--- src/rtl/pslink_pkg.sv ---
// Shared state encodings for the paired-word stream link.
// Assumes nothing beyond being compiled before the modules that import it.
package pslink_pkg;

    typedef enum logic [2:0] {
        PR_IDLE,
        PR_RD_LO,
        PR_RD_HI,
        PR_CAPTURE,
        PR_PUSH,
        PR_MARK
    } prod_state_e;

    typedef enum logic [1:0] {
        CN_IDLE,
        CN_WR_LO,
        CN_WR_HI
    } cons_state_e;

endpackage

--- src/rtl/pslink_producer.sv ---
// Producer: reads 2n words from a one-cycle-latency memory port, packs each
// pair into a two-lane token, pushes n tokens and then one end token.
// Assumes: go is a single-cycle pulse while idle; n <= 2**(AW-1).
module pslink_producer
    import pslink_pkg::*;
#(
    parameter int DW = 16,
    parameter int AW = 8
) (
    input  logic          clk,
    input  logic          rst_n,
    input  logic          go,
    input  logic [AW-1:0] n_tokens,
    input  logic          fifo_full,
    output logic          src_rd_en,
    output logic [AW-1:0] src_addr,
    input  logic [DW-1:0] src_rd_data,
    output logic          tok_valid,
    output logic          tok_push,
    output logic [DW-1:0] tok_lane0,
    output logic [DW-1:0] tok_lane1,
    output logic          tok_eot,
    output logic          idle
);

    prod_state_e   state;
    logic [AW-1:0] pair_idx;
    logic [AW-1:0] n_lat;
    logic [DW-1:0] lane0_q;
    logic [DW-1:0] lane1_q;

    // Decode read requests and token presentation from the state.
    always_comb begin
        src_rd_en = (state == PR_RD_LO) || (state == PR_RD_HI);
        src_addr  = {pair_idx[AW-2:0], (state == PR_RD_HI)};
        tok_valid = (state == PR_PUSH) || (state == PR_MARK);
        tok_eot   = (state == PR_MARK);
        tok_lane0 = (state == PR_MARK) ? '0 : lane0_q;
        tok_lane1 = (state == PR_MARK) ? '0 : lane1_q;
        tok_push  = tok_valid && !fifo_full;
        idle      = (state == PR_IDLE);
    end

    // Sequence reads, capture the returned words and advance the pair index.
    always_ff @(posedge clk) begin
        if (!rst_n) begin
            state    <= PR_IDLE;
            pair_idx <= '0;
            n_lat    <= '0;
            lane0_q  <= '0;
            lane1_q  <= '0;
        end else begin
            case (state)
                PR_IDLE: begin
                    if (go) begin
                        n_lat    <= n_tokens;
                        pair_idx <= '0;
                        state    <= (n_tokens == '0) ? PR_MARK : PR_RD_LO;
                    end
                end
                PR_RD_LO:   state <= PR_RD_HI;
                PR_RD_HI: begin
                    lane0_q <= src_rd_data;
                    state   <= PR_CAPTURE;
                end
                PR_CAPTURE: begin
                    lane1_q <= src_rd_data;
                    state   <= PR_PUSH;
                end
                PR_PUSH: begin
                    if (!fifo_full) begin
                        pair_idx <= pair_idx + AW'(1);
                        state    <= (pair_idx + AW'(1) == n_lat) ? PR_MARK : PR_RD_LO;
                    end
                end
                PR_MARK: begin
                    if (!fifo_full) state <= PR_IDLE;
                end
                default: state <= PR_IDLE;
            endcase
        end
    end

    // a token refused by a full FIFO stays presented and unchanged.
    p_hold_token_r6: assert property (@(posedge clk) disable iff (!rst_n)
        (tok_valid && fifo_full) |=> (tok_valid && $stable(tok_lane0)
                                      && $stable(tok_lane1) && $stable(tok_eot)));

    // an odd-address read directly follows its even partner.
    p_read_pair_r9: assert property (@(posedge clk) disable iff (!rst_n)
        (src_rd_en && src_addr[0]) |-> ($past(src_rd_en)
                                        && ($past(src_addr) + AW'(1) == src_addr)));

endmodule

--- src/rtl/pslink_fifo.sv ---
// Synchronous FIFO with a combinational head view (peek without removal).
// Assumes: DEPTH >= 2; callers never push when full nor pop when empty.
module pslink_fifo #(
    parameter int W     = 33,
    parameter int DEPTH = 4
) (
    input  logic         clk,
    input  logic         rst_n,
    input  logic         push,
    input  logic [W-1:0] push_data,
    input  logic         pop,
    output logic [W-1:0] head,
    output logic         empty,
    output logic         full
);

    localparam int PW = $clog2(DEPTH);

    logic [W-1:0]  store [DEPTH];
    logic [PW-1:0] wr_ptr;
    logic [PW-1:0] rd_ptr;
    logic [PW:0]   count;

    // Status and head view.
    always_comb begin
        empty = (count == '0);
        full  = (count == (PW+1)'(DEPTH));
        head  = store[rd_ptr];
    end

    // Pointer and occupancy update.
    always_ff @(posedge clk) begin
        if (!rst_n) begin
            wr_ptr <= '0;
            rd_ptr <= '0;
            count  <= '0;
        end else begin
            if (push) wr_ptr <= (wr_ptr == PW'(DEPTH-1)) ? '0 : wr_ptr + PW'(1);
            if (pop)  rd_ptr <= (rd_ptr == PW'(DEPTH-1)) ? '0 : rd_ptr + PW'(1);
            case ({push, pop})
                2'b10:   count <= count + (PW+1)'(1);
                2'b01:   count <= count - (PW+1)'(1);
                default: count <= count;
            endcase
        end
    end

    // Entry storage; no reset needed, occupancy guards reads.
    always_ff @(posedge clk) begin
        if (push) store[wr_ptr] <= push_data;
    end

    // the producer must wait rather than push into a full FIFO.
    p_no_overflow_r6: assert property (@(posedge clk) disable iff (!rst_n)
        push |-> !full);

    // the consumer only removes entries that exist.
    p_no_underflow_r3: assert property (@(posedge clk) disable iff (!rst_n)
        pop |-> !empty);

endmodule

--- src/rtl/pslink_consumer.sv ---
// Consumer: peeks the FIFO head; a data token becomes two writes (lane 0 to
// 2i, lane 1 to 2i+1) and is popped after the second; an end token is
// popped and sets done. Holds no copy of the pair count.
// Assumes: go is a single-cycle pulse while idle.
module pslink_consumer
    import pslink_pkg::*;
#(
    parameter int DW = 16,
    parameter int AW = 8
) (
    input  logic          clk,
    input  logic          rst_n,
    input  logic          go,
    input  logic          fifo_empty,
    input  logic [DW-1:0] head_lane0,
    input  logic [DW-1:0] head_lane1,
    input  logic          head_eot,
    output logic          pop,
    output logic          dst_wr_en,
    output logic [AW-1:0] dst_addr,
    output logic [DW-1:0] dst_wr_data,
    input  logic          dst_wr_ready,
    output logic          done,
    output logic          idle
);

    cons_state_e   state;
    logic [AW-1:0] idx;

    // Decode write requests and pops from the state and the peeked head.
    always_comb begin
        dst_wr_en   = 1'b0;
        pop         = 1'b0;
        dst_addr    = {idx[AW-2:0], 1'b0};
        dst_wr_data = head_lane0;
        idle        = (state == CN_IDLE);
        case (state)
            CN_WR_LO: begin
                dst_wr_en = !fifo_empty && !head_eot;
                pop       = !fifo_empty && head_eot;
            end
            CN_WR_HI: begin
                dst_wr_en   = 1'b1;
                dst_addr    = {idx[AW-2:0], 1'b1};
                dst_wr_data = head_lane1;
                pop         = dst_wr_ready;
            end
            default: ;
        endcase
    end

    // Walk each token through its two writes and stop on the end token.
    always_ff @(posedge clk) begin
        if (!rst_n) begin
            state <= CN_IDLE;
            idx   <= '0;
            done  <= 1'b0;
        end else begin
            case (state)
                CN_IDLE: begin
                    if (go) begin
                        idx   <= '0;
                        done  <= 1'b0;
                        state <= CN_WR_LO;
                    end
                end
                CN_WR_LO: begin
                    if (!fifo_empty) begin
                        if (head_eot) begin
                            done  <= 1'b1;
                            state <= CN_IDLE;
                        end else if (dst_wr_ready) begin
                            state <= CN_WR_HI;
                        end
                    end
                end
                CN_WR_HI: begin
                    if (dst_wr_ready) begin
                        idx   <= idx + AW'(1);
                        state <= CN_WR_LO;
                    end
                end
                default: state <= CN_IDLE;
            endcase
        end
    end

    // the odd-address write follows an accepted even-address write.
    p_write_pair_r4: assert property (@(posedge clk) disable iff (!rst_n)
        (dst_wr_en && dst_addr[0] && !$past(dst_addr[0])) |->
            ($past(dst_wr_en) && $past(dst_wr_ready)
             && ($past(dst_addr) + AW'(1) == dst_addr)));

    // a write the port did not accept is held unchanged.
    p_write_hold_r6: assert property (@(posedge clk) disable iff (!rst_n)
        (dst_wr_en && !dst_wr_ready) |=> (dst_wr_en && $stable(dst_addr)
                                          && $stable(dst_wr_data)));

    // no destination write once the run has finished.
    p_quiet_after_done_r3: assert property (@(posedge clk) disable iff (!rst_n)
        done |-> !dst_wr_en);

endmodule

--- src/rtl/pair_stream_link.sv ---
// Top: producer, token FIFO with an end flag beside each entry, consumer.
// Accepts start only when both sides are idle.
// Assumes: FIFO_DEPTH is at least 2; n_tokens <= 2**(AW-1).
module pair_stream_link #(
    parameter int DW         = 16,
    parameter int AW         = 8,
    parameter int FIFO_DEPTH = 4
) (
    input  logic          clk,
    input  logic          rst_n,
    input  logic          start,
    input  logic [AW-1:0] n_tokens,
    output logic          src_rd_en,
    output logic [AW-1:0] src_addr,
    input  logic [DW-1:0] src_rd_data,
    output logic          dst_wr_en,
    output logic [AW-1:0] dst_addr,
    output logic [DW-1:0] dst_wr_data,
    input  logic          dst_wr_ready,
    output logic          done
);

    localparam int TW = 2*DW + 1;

    logic          prod_idle, cons_idle, go;
    logic          tok_valid, tok_push, tok_eot;
    logic [DW-1:0] tok_lane0, tok_lane1;
    logic [TW-1:0] head;
    logic          fifo_empty, fifo_full, pop;

    // Accept a start only when neither side is busy.
    always_comb go = start && prod_idle && cons_idle;

    pslink_producer #(.DW(DW), .AW(AW)) u_prod (
        .clk        (clk),
        .rst_n      (rst_n),
        .go         (go),
        .n_tokens   (n_tokens),
        .fifo_full  (fifo_full),
        .src_rd_en  (src_rd_en),
        .src_addr   (src_addr),
        .src_rd_data(src_rd_data),
        .tok_valid  (tok_valid),
        .tok_push   (tok_push),
        .tok_lane0  (tok_lane0),
        .tok_lane1  (tok_lane1),
        .tok_eot    (tok_eot),
        .idle       (prod_idle)
    );

    pslink_fifo #(.W(TW), .DEPTH(FIFO_DEPTH)) u_fifo (
        .clk      (clk),
        .rst_n    (rst_n),
        .push     (tok_push),
        .push_data({tok_eot, tok_lane1, tok_lane0}),
        .pop      (pop),
        .head     (head),
        .empty    (fifo_empty),
        .full     (fifo_full)
    );

    pslink_consumer #(.DW(DW), .AW(AW)) u_cons (
        .clk         (clk),
        .rst_n       (rst_n),
        .go          (go),
        .fifo_empty  (fifo_empty),
        .head_lane0  (head[DW-1:0]),
        .head_lane1  (head[2*DW-1:DW]),
        .head_eot    (head[TW-1]),
        .pop         (pop),
        .dst_wr_en   (dst_wr_en),
        .dst_addr    (dst_addr),
        .dst_wr_data (dst_wr_data),
        .dst_wr_ready(dst_wr_ready),
        .done        (done),
        .idle        (cons_idle)
    );

    // done rises only after the end token has left the FIFO.
    p_done_drained_r3: assert property (@(posedge clk) disable iff (!rst_n)
        $rose(done) |-> fifo_empty);

    // done holds until a new start arrives.
    p_done_sticky_r7: assert property (@(posedge clk) disable iff (!rst_n)
        (done && !start) |=> done);

    // nothing is read or popped while no run is in progress.
    p_idle_quiet_r8: assert property (@(posedge clk) disable iff (!rst_n)
        (prod_idle && cons_idle) |-> (!src_rd_en && !pop));

endmodule

--- config.mk ---
export PLATFORM = sky130hd
export DESIGN_NAME = pair_stream_link
export DESIGN_NICKNAME = d
export VERILOG_FILES = /design/src/rtl/pslink_pkg.sv /design/src/rtl/pslink_producer.sv /design/src/rtl/pslink_fifo.sv /design/src/rtl/pslink_consumer.sv /design/src/rtl/pair_stream_link.sv
export SDC_FILE = /design/constraint.sdc
export NUM_CORES = 1
export LEC_CHECK = 0
export ABC_AREA = 1
export BUFFER_PORTS_ARGS = -buffer_cell sky130_fd_sc_hd__clkbuf_2
export CORE_MARGIN = 3
export CORE_UTILIZATION = 55
export CTS_BUF_LIST = sky130_fd_sc_hd__clkbuf_16
export DETAILED_ROUTE_END_ITERATION = 10
export HOLD_SLACK_MARGIN = 0.06
export MAX_ROUTING_LAYER = met4
export PLACE_DENSITY = 0.79
export SLEW_MARGIN = 20
export SYNTH_ARGS = -nofsm -noshare
export SYNTH_HDL_FRONTEND = slang
export SYNTH_SLANG_ARGS = --single-unit
--- constraint.sdc ---
create_clock -name clk -period 6.55 [get_ports clk]
set_input_delay 1.31 -clock clk [delete_from_list [all_inputs] [get_ports clk]]
set_output_delay 1.31 -clock clk [all_outputs]
set_load 0.02 [all_outputs]
==> results of run 1 <==
## layer usage
layer  part of all wire, %  wire length, µm  vias to the layer above  GRT usage [%]
li1                      -                -                     3070              -
met1                    45             8200                     2976           30.0
met2                    47             8620                      216           34.0
met3                   7.0             1290                       26           3.79
met4                   1.3              236                        0           5.31
met5                     0                0                        -              -
## logic make-up (layout without fill, tap and decap cells)
group	count (synthesis)	count (layout)	synth area share, %
flip-flops	202	202	62.0
buffers and inverters	141	202	6.73
adder cells (fa/ha/maj)	13	13	1.96
AND/OR/NAND/NOR	335	335	16.3
AO/OA/AOI/OAI	197	197	12.7
XOR/XNOR	2	2	0.361
## layout make-up
type | instances | area [µm²] | area share [%]
repair buffers | 70 | 370 | 3.80
flip-flops and latches | 202 | 5370 | 55.0
well taps | 211 | 264 | 2.71
inverters | 95 | 359 | 3.68
multi-input cells | 547 | 2720 | 27.9
clock inverters | 16 | 149 | 1.53
clock buffers | 21 | 526 | 5.39
## registers in the layout (all words and copies together) (netlist names), named ones only
| name | count |
|---|---|
| u_cons.state | 2 |
| u_fifo.count | 3 |
| u_prod.lane0_q | 16 |
| u_fifo.wr_ptr | 2 |
| u_prod.state | 3 |
| u_cons.idx | 7 |
| u_prod.pair_idx | 8 |
| u_prod.n_lat | 8 |
| u_prod.lane1_q | 16 |
| u_fifo.rd_ptr | 2 |
| u_cons.done | 1 |
| u_fifo.store | 132 |
## stage by stage
| step | hold slack (ns) | setup WS (ns) | total power [mW] |
|---|---|---|---|
| global placement | 0.457 | 2.95 | 2.35 |
| global route | 0.512 | 1.93 | 3.72 |
| floorplan | 0.444 | 3.51 | 2.17 |
| CTS | 0.480 | 2.28 | 3.54 |
| detailed placement | 0.469 | 2.88 | 2.38 |
| finish | 0.480 | 2.13 | 3.53 |
## final timing paths
| check | cells past startpoint | slack (ns) | end |
|---|---|---|---|
| worst max register to register | 14 | 2.78 | u_fifo.count[2] |
| worst min register to register | 2 | 0.48 | u_prod.n_lat[3] |
| worst min-delay path | 2 | 0.48 | u_prod.n_lat[3] |
| worst max-delay path | 6 | 2.13 | dst_wr_data[10] |
## Yosys cell counts, drive strengths merged, types with 3 or more instances
master / number / area (µm²)
a211oi: 4 / 30.0
nor2: 204 / 807
clkbuf: 28 / 106
inv: 94 / 355
ha: 12 / 150
nand3: 22 / 110
dfxtp: 70 / 1400
nor3: 4 / 41.3
a31oi: 20 / 125
nor3b: 3 / 27.5
edfxtp: 132 / 3960
a21oi: 30 / 169
nand2: 98 / 398
o22ai: 16 / 100
buf: 18 / 118
o21ai: 122 / 629
## power breakdown
part	internal [mW]	switching, mW	leakage [nW]
Clock	0.699	0.466	0.339
Sequential	1.50	0.0620	1.79
Combinational	0.233	0.564	1.86
## critical path: cells and delay by family (launching register included)
| kind | cells | cell delay (ns) |
|---|---|---|
| AOI/OAI and AO/OA | 2 | 0.47 |
| and+or+nand+nor | 1 | 0.34 |
| buffers and inverters | 3 | 1.48 |
| DFF | 1 | 0.31 |
==> metrics.csv, run 1 <==
stage,metric,value,unit
final_layout,antenna_cells,0,
pwr,leakagePower,4.00,nW
job,drv_cap,0,
clock_network,post_cts_resized,0,
timing,tightest_slew,1.01,ns
clock_network,clock_latency,0.49,ns
critical_path,path_cells,"buf_4, clkinv_1, nor2_1, o21ai_0, a31oi_1, clkbuf_2",
routing,drc_errors,0,
yosys,ys.flop_type,edfxtp_1,
worst_hold_path,holdCritStartpoint,u_prod.n_lat[3],
clock_network,hold_buffers,0,
clock_network,cts_setup_buffers,0,
global_route,gr-total-overflow,0,
placement,place_inst,1125,
final_layout,area_growth,12.7,%
pwr,power.density,361,nW/µm²
placement,hpwlAfterDp,11.2,mm
final_layout,final_common_cell,nor2_1,
timing,period_share,67.4,%
timing,setup-tns-final,0,ns
pwr,ir_drop,193,µV
yosys,ys_ff_latch,202,
final_layout,drive_gt1_share,14.5,%
clock_network,clockRootBuffer,clkbuf_16,
routing,dr.pass1.iters,6,
placement,place.gp.congestion,0.853,
critical_path,slowest_delay,0.90,ns
timing,slew_viol_final,0,
timing,hold_violations,0,
global_route,grt_pass1_vias,6084,
critical_path,required,5.24,ns
clock_network,clk_path_buf_depth,3,
routing,wl_per_cell,15.8,µm
critical_path,cp-end-kind,output port,
yosys,synth-seq-area-share,62.0,%
routing,viasPerCell,5.41,
final_layout,fin_cells,1162,
timing,slew_headroom,32.3,%
final_layout,final_cell_mix,"nor2_1, edfxtp_1, o21ai_0, nand2_1, inv_1",
critical_path,start_kind,register,
global_route,antenna_found_initial,0,
worst_hold_path,min_path_type,register to register,
critical_path,criticalPathCategory,register to output port,
clock_network,clk_pin_slew,0.06,ns
clock_network,cts.sinks,202,
clock_network,htreeDepth,1,
yosys,async_reset_ff_share,0,%
routing,wl,18.4,mm
floorplanning,die_height,131,µm
yosys,yosysWarningCount,0,
timing,max_freq,226,MHz
floorplanning,die_area,17300,µm²
yosys,syn_area,8660,µm²
yosys,synth_cell_type_count,46,
critical_path,slowest_stage,clkinv_1,
final_layout,final_core_util,63.7,%
clock_network,cts_tree,built,
floorplanning,die_w,131,µm
routing,dr_total_vias,6288,
global_route,grt_pass1_wl,30.2,mm
final_layout,fin_nets,978,
critical_path,cp_max_fo,34,
status,outcome,finished clean,
timing,grt_setup_unrepaired,false,
yosys,synthesis.nets,931,
floorplanning,start_util,56.5,%
floorplanning,core,15300,µm²
routing,drt.antenna.violating_nets,0,
yosys,syn_inst,890,
critical_path,worst_ep_arrival_time,3.11,ns
yosys,syn_avg_cell_area,9.73,µm²
final_layout,fill_cells,1206,
yosys,synth-edff-count,132,
placement,port_buffers,62,
timing,finalSetupViolCount,0,
floorplanning,ios,63,
global_route,grt_max_degree,68,
clock_network,cts_buffers,21,
timing,skew,0.0104,ns
routing,drtIter0Drc,598,
final_layout,design_area,9760,µm²
timing,period_needed,4.42,ns
placement,placed_cell_area,9080,µm²
floorplanning,row_count,45,
global_route,grt_use_total,21.7,%
Note: power is estimated with default switching activity, not from simulation.
==> inputs of run 2 (changes only) <==
--- a/config.mk
+++ b/config.mk
@@ -5,15 +5,15 @@
 export SDC_FILE = /design/constraint.sdc
 export NUM_CORES = 1
 export LEC_CHECK = 0
-export ABC_AREA = 1
+export ABC_AREA = 0
 export BUFFER_PORTS_ARGS = -buffer_cell sky130_fd_sc_hd__clkbuf_2
 export CORE_MARGIN = 3
-export CORE_UTILIZATION = 55
+export CORE_UTILIZATION = 54
 export CTS_BUF_LIST = sky130_fd_sc_hd__clkbuf_16
 export DETAILED_ROUTE_END_ITERATION = 10
 export HOLD_SLACK_MARGIN = 0.06
 export MAX_ROUTING_LAYER = met4
-export PLACE_DENSITY = 0.79
+export PLACE_DENSITY = 0.81
 export SLEW_MARGIN = 20
 export SYNTH_ARGS = -nofsm -noshare
 export SYNTH_HDL_FRONTEND = slang
==> constraint.sdc (replaced) <==
create_clock -name clk -period 4 [get_ports clk]
set_input_delay 0.8 -clock clk [delete_from_list [all_inputs] [get_ports clk]]
set_output_delay 0.8 -clock clk [all_outputs]
set_load 0.02 [all_outputs]
==> metrics.csv, run 2 <==
stage,metric,value,unit,change
status,outcome,finished clean,,unchanged
critical_path,criticalPathCategory,register to output port,,unchanged
yosys,synth-edff-count,132,,unchanged
global_route,grt_pass1_wl,28.1,mm,was 30.2 mm
timing,tightest_slew,0.986,ns,was 1.01 ns
pwr,leakagePower,3.39,nW,was 4.00 nW
worst_hold_path,min_path_type,register to register,,unchanged
timing,finalSetupViolCount,0,,unchanged
floorplanning,core,15300,µm²,unchanged
final_layout,fill_cells,1139,,was 1206
timing,worst_slack,0.637,ns,was 2.13 ns
routing,met1_length,6.95,mm,was 8.20 mm
critical_path,required,3.20,ns,was 5.24 ns
pwr,p_seq_share,48.9,%,was 44.4%
yosys,synth_most_common_cell,edfxtp_1,,was nor2_1
routing,wl_met3,798,µm,was 1.29 mm
routing,drtIter0Drc,425,,was 598
critical_path,start_kind,register,,unchanged
timing,period_share,84.1,%,
routing,wl_met2,8.70,mm,was 8.62 mm
clock_network,clockRootBuffer,clkbuf_16,,unchanged
yosys,synthesis.nets,667,,was 931
yosys,synth_cell_type_count,50,,was 46
clock_network,cts_tree,built,,unchanged
yosys,ys.flop_type,edfxtp_1,,unchanged
placement,port_buffers,62,,unchanged
yosys,ys_ff_latch,202,,unchanged
routing,wl,17.0,mm,was 18.4 mm
final_layout,top_regs,"u_fifo.store x132, u_prod.lane0_q x16, u_prod.lane1_q x16",,unchanged
routing,wl_per_cell,18.7,µm,was 15.8 µm
final_layout,fin_cells,908,,was 1162
yosys,synth-seq-area-share,62.8,%,was 62.0%
pwr,pwr-share-clk,39.1,%,was 33.0%
floorplanning,die_area,17400,µm²,was 17300 µm²
yosys,syn_avg_cell_area,13.6,µm²,was 9.73 µm²
critical_path,cp_max_fo,24,,was 34
final_layout,area_growth,13.4,%,was 12.7%
timing,holdWs,0.460,ns,was 0.480 ns
placement,place_ws,1.08,ns,was 2.88 ns
final_layout,regMostFlops,u_fifo.store,,unchanged
routing,drc_errors,0,,unchanged
routing,highest_layer,met4,,unchanged
job,drv_cap,0,,unchanged
pwr,power.density,500,nW/µm²,was 361 nW/µm²
floorplanning,die_w,132,µm,was 131 µm
floorplanning,row_count,45,,unchanged
placement,place_inst,872,,was 1125
global_route,grt_max_degree,36,,was 68
pwr,internal_power,3.68,mW,was 2.43 mW
final_layout,antenna_cells,0,,unchanged
yosys,synth_top_area_share,46.4,%,was 45.8%
final_layout,fin_nets,724,,was 978
critical_path,worst_ep_arrival_time,2.56,ns,was 3.11 ns
routing,viasPerCell,5.62,,was 5.41
routing,drt.antenna.violating_nets,0,,unchanged
clock_network,cts.sinks,202,,unchanged
final_layout,multi_input_area,2960,µm²,was 2720 µm²
global_route,antenna_found_initial,0,,unchanged
global_route,grt_use_total,20.6,%,was 21.7%
critical_path,cp-end-kind,output port,,unchanged
final_layout,final-seq-area,5370,µm²,unchanged
final_layout,largest_register_ffs,132,,unchanged
yosys,synth_area_leaders,"edfxtp_1, dfxtp_1, mux4_2",,"was edfxtp_1, dfxtp_1, nor2_1"
clock_network,clk_path_buf_depth,3,,unchanged
yosys,yosysWarningCount,0,,unchanged
timing,grt_setup_unrepaired,false,,unchanged
global_route,grt_pass1_vias,5380,,was 6084
placement,hpwlAfterDp,10.6,mm,was 11.2 mm
clock_network,clock_latency,0.48,ns,was 0.49 ns
floorplanning,die_height,132,µm,was 131 µm
placement,placed_cell_area,9020,µm²,was 9080 µm²
clock_network,cts_buffers,20,,was 21
timing,hold_violations,0,,unchanged
timing,period_needed,3.36,ns,
pwr,switching_share,24.0,%,was 31.0%
floorplanning,ios,63,,unchanged
routing,dr.pass1.iters,5,,was 6
clock_network,cts_setup_buffers,0,,unchanged
timing,slew_viol_final,0,,unchanged
final_layout,drive_gt1_share,23.7,%,was 14.5%
timing,max_freq,297,MHz,
routing,dr_total_vias,5106,,was 6288
clock_network,clk_pin_slew,0.06,ns,about the same
final_layout,design_area,9690,µm²,was 9760 µm²
timing,skew,0.0164,ns,was 0.0104 ns
pwr,comb_power_share,12.0,%,was 22.6%
clock_network,htreeDepth,1,,unchanged
timing,setup-tns-final,0,ns,unchanged
final_layout,final_cell_mix,"edfxtp_1, nand2_1, dfxtp_1, clkbuf_2, a21boi_0",,"was nor2_1, edfxtp_1, o21ai_0, nand2_1, inv_1"
yosys,yosysTopAreaCell,edfxtp_1,,unchanged
global_route,gr-total-overflow,0,,unchanged
yosys,async_reset_ff_share,0,%,unchanged
final_layout,final_common_cell,edfxtp_1,,was nor2_1
clock_network,post_cts_resized,0,,unchanged
worst_hold_path,holdCritStartpoint,u_prod.lane1_q[0],,was u_prod.n_lat[3]
clock_network,hold_buffers,0,,unchanged
pwr,switchingPower,1.16,mW,was 1.09 mW
yosys,syn_area,8540,µm²,was 8660 µm²
yosys,syn_inst,626,,was 890
placement,place.gp.congestion,0.846,,was 0.853
yosys,yosys-top-cells-count,"edfxtp_1, nand2_1, dfxtp_1",,"was nor2_1, edfxtp_1, o21ai_0"
floorplanning,start_util,55.8,%,was 56.5%
pwr,ir_drop,312,µV,was 193 µV
timing,slew_headroom,34.1,%,was 32.3%
[run 2: cell families (layout without fill, tap and decap cells)]
family / count (synthesis) / count (layout) / synth area share (%)
compound gates: 81 / 81 / 6.75
xor+xnor: 18 / 18 / 1.85
fa+ha+maj: 13 / 13 / 1.99
buf+inv: 48 / 119 / 2.56
flops: 202 / 202 / 62.8
mux: 59 / 59 / 12.0
simple gates: 205 / 205 / 12.1
[run 2: per-layer routing]
metal	track usage, %	vias up
met1	25.2	2534
met5	-	-
met4	7.53	0
met3	3.13	37
met2	35.1	144
li1	-	2391
[run 2: final cells by class]
| class | instances | share of cell area (%) |
|---|---|---|
| multi-input combinational | 376 | 30.5 |
| clock buffer | 21 | 5.42 |
| inverter | 11 | 0.426 |
| timing repair buffer | 72 | 3.98 |
| sequential | 202 | 55.4 |
| clock inverter | 15 | 1.52 |
| tap | 211 | 2.72 |
[run 2: critical path, cell delays in order (launching register included)]
cell      delay [ns]
dfxtp_2         0.53
buf_4           0.51
mux4_2          0.58
mux2_2          0.27
clkbuf_2        0.17
[run 2: power by group through the flow]
stage          Combinational [mW]  Clock [mW]  Sequential (mW)
6_report                    0.581        1.89             2.37
5_1_grt                     0.643        2.02             2.38
4_1_cts                     0.581        1.93             2.37
3_5_place_dp                0.575           0             2.41
3_3_place_gp                0.553           0             2.41
2_1_floorplan               0.442           0             2.38
[run 2: worst paths after layout]
kind | endpoint | slack [ns] | cells past startpoint
setup / recovery | dst_wr_data[1] | 0.64 | 4
hold / removal | u_prod.lane1_q[0] | 0.46 | 2
setup reg to reg | u_fifo.count[2] | 1.07 | 9
hold reg to reg | u_prod.lane1_q[0] | 0.46 | 2
[run 2: metrics by stage]
| step | util, % | total power, mW |
|---|---|---|
| finish | 63.3 | 4.84 |
| global route | 63.3 | 5.04 |
| CTS | 63.3 | 4.88 |
| detailed placement | 58.9 | 2.99 |
| global placement | 58.9 | 2.96 |
| floorplan | - | 2.83 |
==> inputs of run 3 (changes only) <==
--- a/config.mk
+++ b/config.mk
@@ -8,12 +8,12 @@
 export ABC_AREA = 0
 export BUFFER_PORTS_ARGS = -buffer_cell sky130_fd_sc_hd__clkbuf_2
 export CORE_MARGIN = 3
-export CORE_UTILIZATION = 54
+export CORE_UTILIZATION = 55
 export CTS_BUF_LIST = sky130_fd_sc_hd__clkbuf_16
 export DETAILED_ROUTE_END_ITERATION = 10
 export HOLD_SLACK_MARGIN = 0.06
 export MAX_ROUTING_LAYER = met4
-export PLACE_DENSITY = 0.81
+export PLACE_DENSITY = 0.79
 export SLEW_MARGIN = 20
 export SYNTH_ARGS = -nofsm -noshare
 export SYNTH_HDL_FRONTEND = slang
==> constraint.sdc (replaced) <==
create_clock -name clk -period 3.15 [get_ports clk]
set_input_delay 0.63 -clock clk [delete_from_list [all_inputs] [get_ports clk]]
set_output_delay 0.63 -clock clk [all_outputs]
set_load 0.02 [all_outputs]
==> metrics.csv, run 3 (synthesis gave the netlist of run 2 again) <==
stage,metric,value,unit,change
critical_path,criticalPathCategory,register to output port,,unchanged
worst_hold_path,hold_end,u_prod.lane0_q[12],,was u_prod.lane1_q[0]
floorplanning,die_height,131,µm,was 132 µm
routing,drtIter0Drc,368,,was 425
routing,wl,17.4,mm,was 17.0 mm
status,outcome,finished clean,,unchanged
worst_hold_path,min_path_type,input pin to register,,was register to register
final_layout,final_common_cell,edfxtp_1,,unchanged
pwr,power,6.15,mW,was 4.84 mW
final_layout,top_regs,"u_fifo.store x132, u_prod.lane0_q x16, u_prod.lane1_q x16",,unchanged
pwr,leakagePower,3.40,nW,was 3.39 nW
timing,period_share,92.6,%,
final_layout,largest_register_ffs,132,,unchanged
pwr,ir_drop,504,µV,was 312 µV
timing,slew_viol_final,0,,unchanged
critical_path,cp-end-kind,output port,,unchanged
routing,dr.pass1.iters,4,,was 5
worst_hold_path,worstHoldPathCells,3,,was 2
critical_path,regToRegEndpoint,u_fifo.count[2],,unchanged
clock_network,htreeDepth,1,,unchanged
critical_path,start_kind,register,,unchanged
routing,wl_per_cell,19.6,µm,was 18.7 µm
floorplanning,start_util,57.5,%,was 55.8%
final_layout,regMostFlops,u_fifo.store,,unchanged
pwr,power.density,635,nW/µm²,was 500 nW/µm²
timing,hold_violations,0,,unchanged
critical_path,r2r_slack,0.29,ns,was 1.07 ns
final_layout,area_growth,13.3,%,was 13.4%
timing,skew,0.0134,ns,was 0.0164 ns
floorplanning,core,14900,µm²,was 15300 µm²
clock_network,clk_path_buf_depth,3,,unchanged
critical_path,cp_max_fo,32,,was 24
clock_network,clk_pin_slew,0.06,ns,about the same
timing,tightest_slew,0.693,ns,was 0.986 ns
critical_path,rr_worst_depth,9,,unchanged
final_layout,fin_nets,728,,was 724
timing,holdWs,0.388,ns,was 0.460 ns
clock_network,cts.sinks,202,,unchanged
clock_network,clock_latency,0.49,ns,was 0.48 ns
final_layout,design_area,9680,µm²,was 9690 µm²
floorplanning,row_count,44,,was 45
job,drv_cap,0,,unchanged
routing,viasPerCell,5.82,,was 5.62
placement,port_buffers,62,,unchanged
clock_network,hold_buffers,0,,unchanged
timing,max_freq,343,MHz,
final_layout,final_cell_mix,"edfxtp_1, nand2_1, dfxtp_1, clkbuf_2, a21boi_0",,unchanged
routing,dr_total_vias,5154,,was 5106
timing,grt_setup_unrepaired,false,,unchanged
clock_network,cts_setup_buffers,0,,unchanged
global_route,grt_use_total,21.9,%,was 20.6%
clock_network,cts_buffers,21,,was 20
placement,place.gp.congestion,0.808,,was 0.846
placement,hpwlAfterDp,10.4,mm,was 10.6 mm
floorplanning,die_area,17100,µm²,was 17400 µm²
global_route,grt_pass1_vias,5419,,was 5380
global_route,gr-total-overflow,0,,unchanged
global_route,antenna_found_initial,0,,unchanged
global_route,grt_pass1_wl,28.1,mm,about the same
placement,placed_cell_area,9010,µm²,was 9020 µm²
final_layout,drive_gt1_share,24.1,%,was 23.7%
clock_network,cts_tree,built,,unchanged
routing,drc_errors,0,,unchanged
floorplanning,die_w,131,µm,was 132 µm
global_route,grt_max_degree,38,,was 36
critical_path,required,2.52,ns,was 3.20 ns
critical_path,worst_ep_arrival_time,2.29,ns,was 2.56 ns
floorplanning,ios,63,,unchanged
worst_hold_path,holdCritStartpoint,src_rd_data[12],,was u_prod.lane1_q[0]
routing,drt.antenna.violating_nets,0,,unchanged
final_layout,final_core_util,65.1,%,was 63.3%
timing,period_needed,2.92,ns,
timing,slew_headroom,53.7,%,was 34.1%
timing,setup-tns-final,0,ns,unchanged
final_layout,antenna_cells,0,,unchanged
clock_network,clockRootBuffer,clkbuf_16,,unchanged
timing,finalSetupViolCount,0,,unchanged
-- run 3: timing repair --
item	in CTS	in global routing
setup endpoints to repair	0	16
gates resized for setup	0	1
hold endpoints to repair	0	0
-- run 3: final cells by class --
class                   instances  area [µm²]
inverters                      11        41.3
clock buffers                  21         526
flip-flops and latches        202        5370
repair buffers                 75         412
fillers                      1065        5180
well taps                     184         230
clock inverters                17         144
multi-input cells             376        2960
-- run 3: metal layers --
| layer | up-vias | global-route usage [%] | routed length [µm] | part of all wire [%] |
|---|---|---|---|---|
| met5 | - | - | 0 | 0 |
| li1 | 2403 | - | - | - |
| met4 | 0 | 6.90 | 463 | 2.7 |
| met3 | 39 | 3.05 | 782 | 4.5 |
| met2 | 142 | 37.5 | 8880 | 51 |
| met1 | 2570 | 27.2 | 7230 | 42 |
-- run 3: through the flow --
step / setup slack, ns / instances
after global routing: 0.0887 / 886
after floorplan: 0.602 / 626
after CTS: 0.00629 / 886
after detailed placement: 0.374 / 848
final: 0.232 / 886
after global placement: 0.573 / 848
-- run 3: how the worst max path moves through the flow --
stage / start / cells after the start / to
floorplan: register / 10 / u_fifo.count[2]
global placement: dst_wr_ready / 9 / u_fifo.count[2]
detailed placement: dst_wr_ready / 9 / u_fifo.count[2]
CTS: register / 4 / dst_wr_data[11]
global route: register / 9 / u_fifo.count[2]
finish: register / 4 / dst_wr_data[11]
-- run 3: worst max-delay path, cell delays in order (launching register included) --
cell      delay [ns]
dfxtp_2         0.35
buf_6           0.40
mux4_2          0.58
mux2_2          0.29
clkbuf_2        0.16
-- run 3: where the power goes --
part	internal [mW]	switching [mW]
logic	0.293	0.468
registers	2.93	0.0738
clock network	1.39	0.991
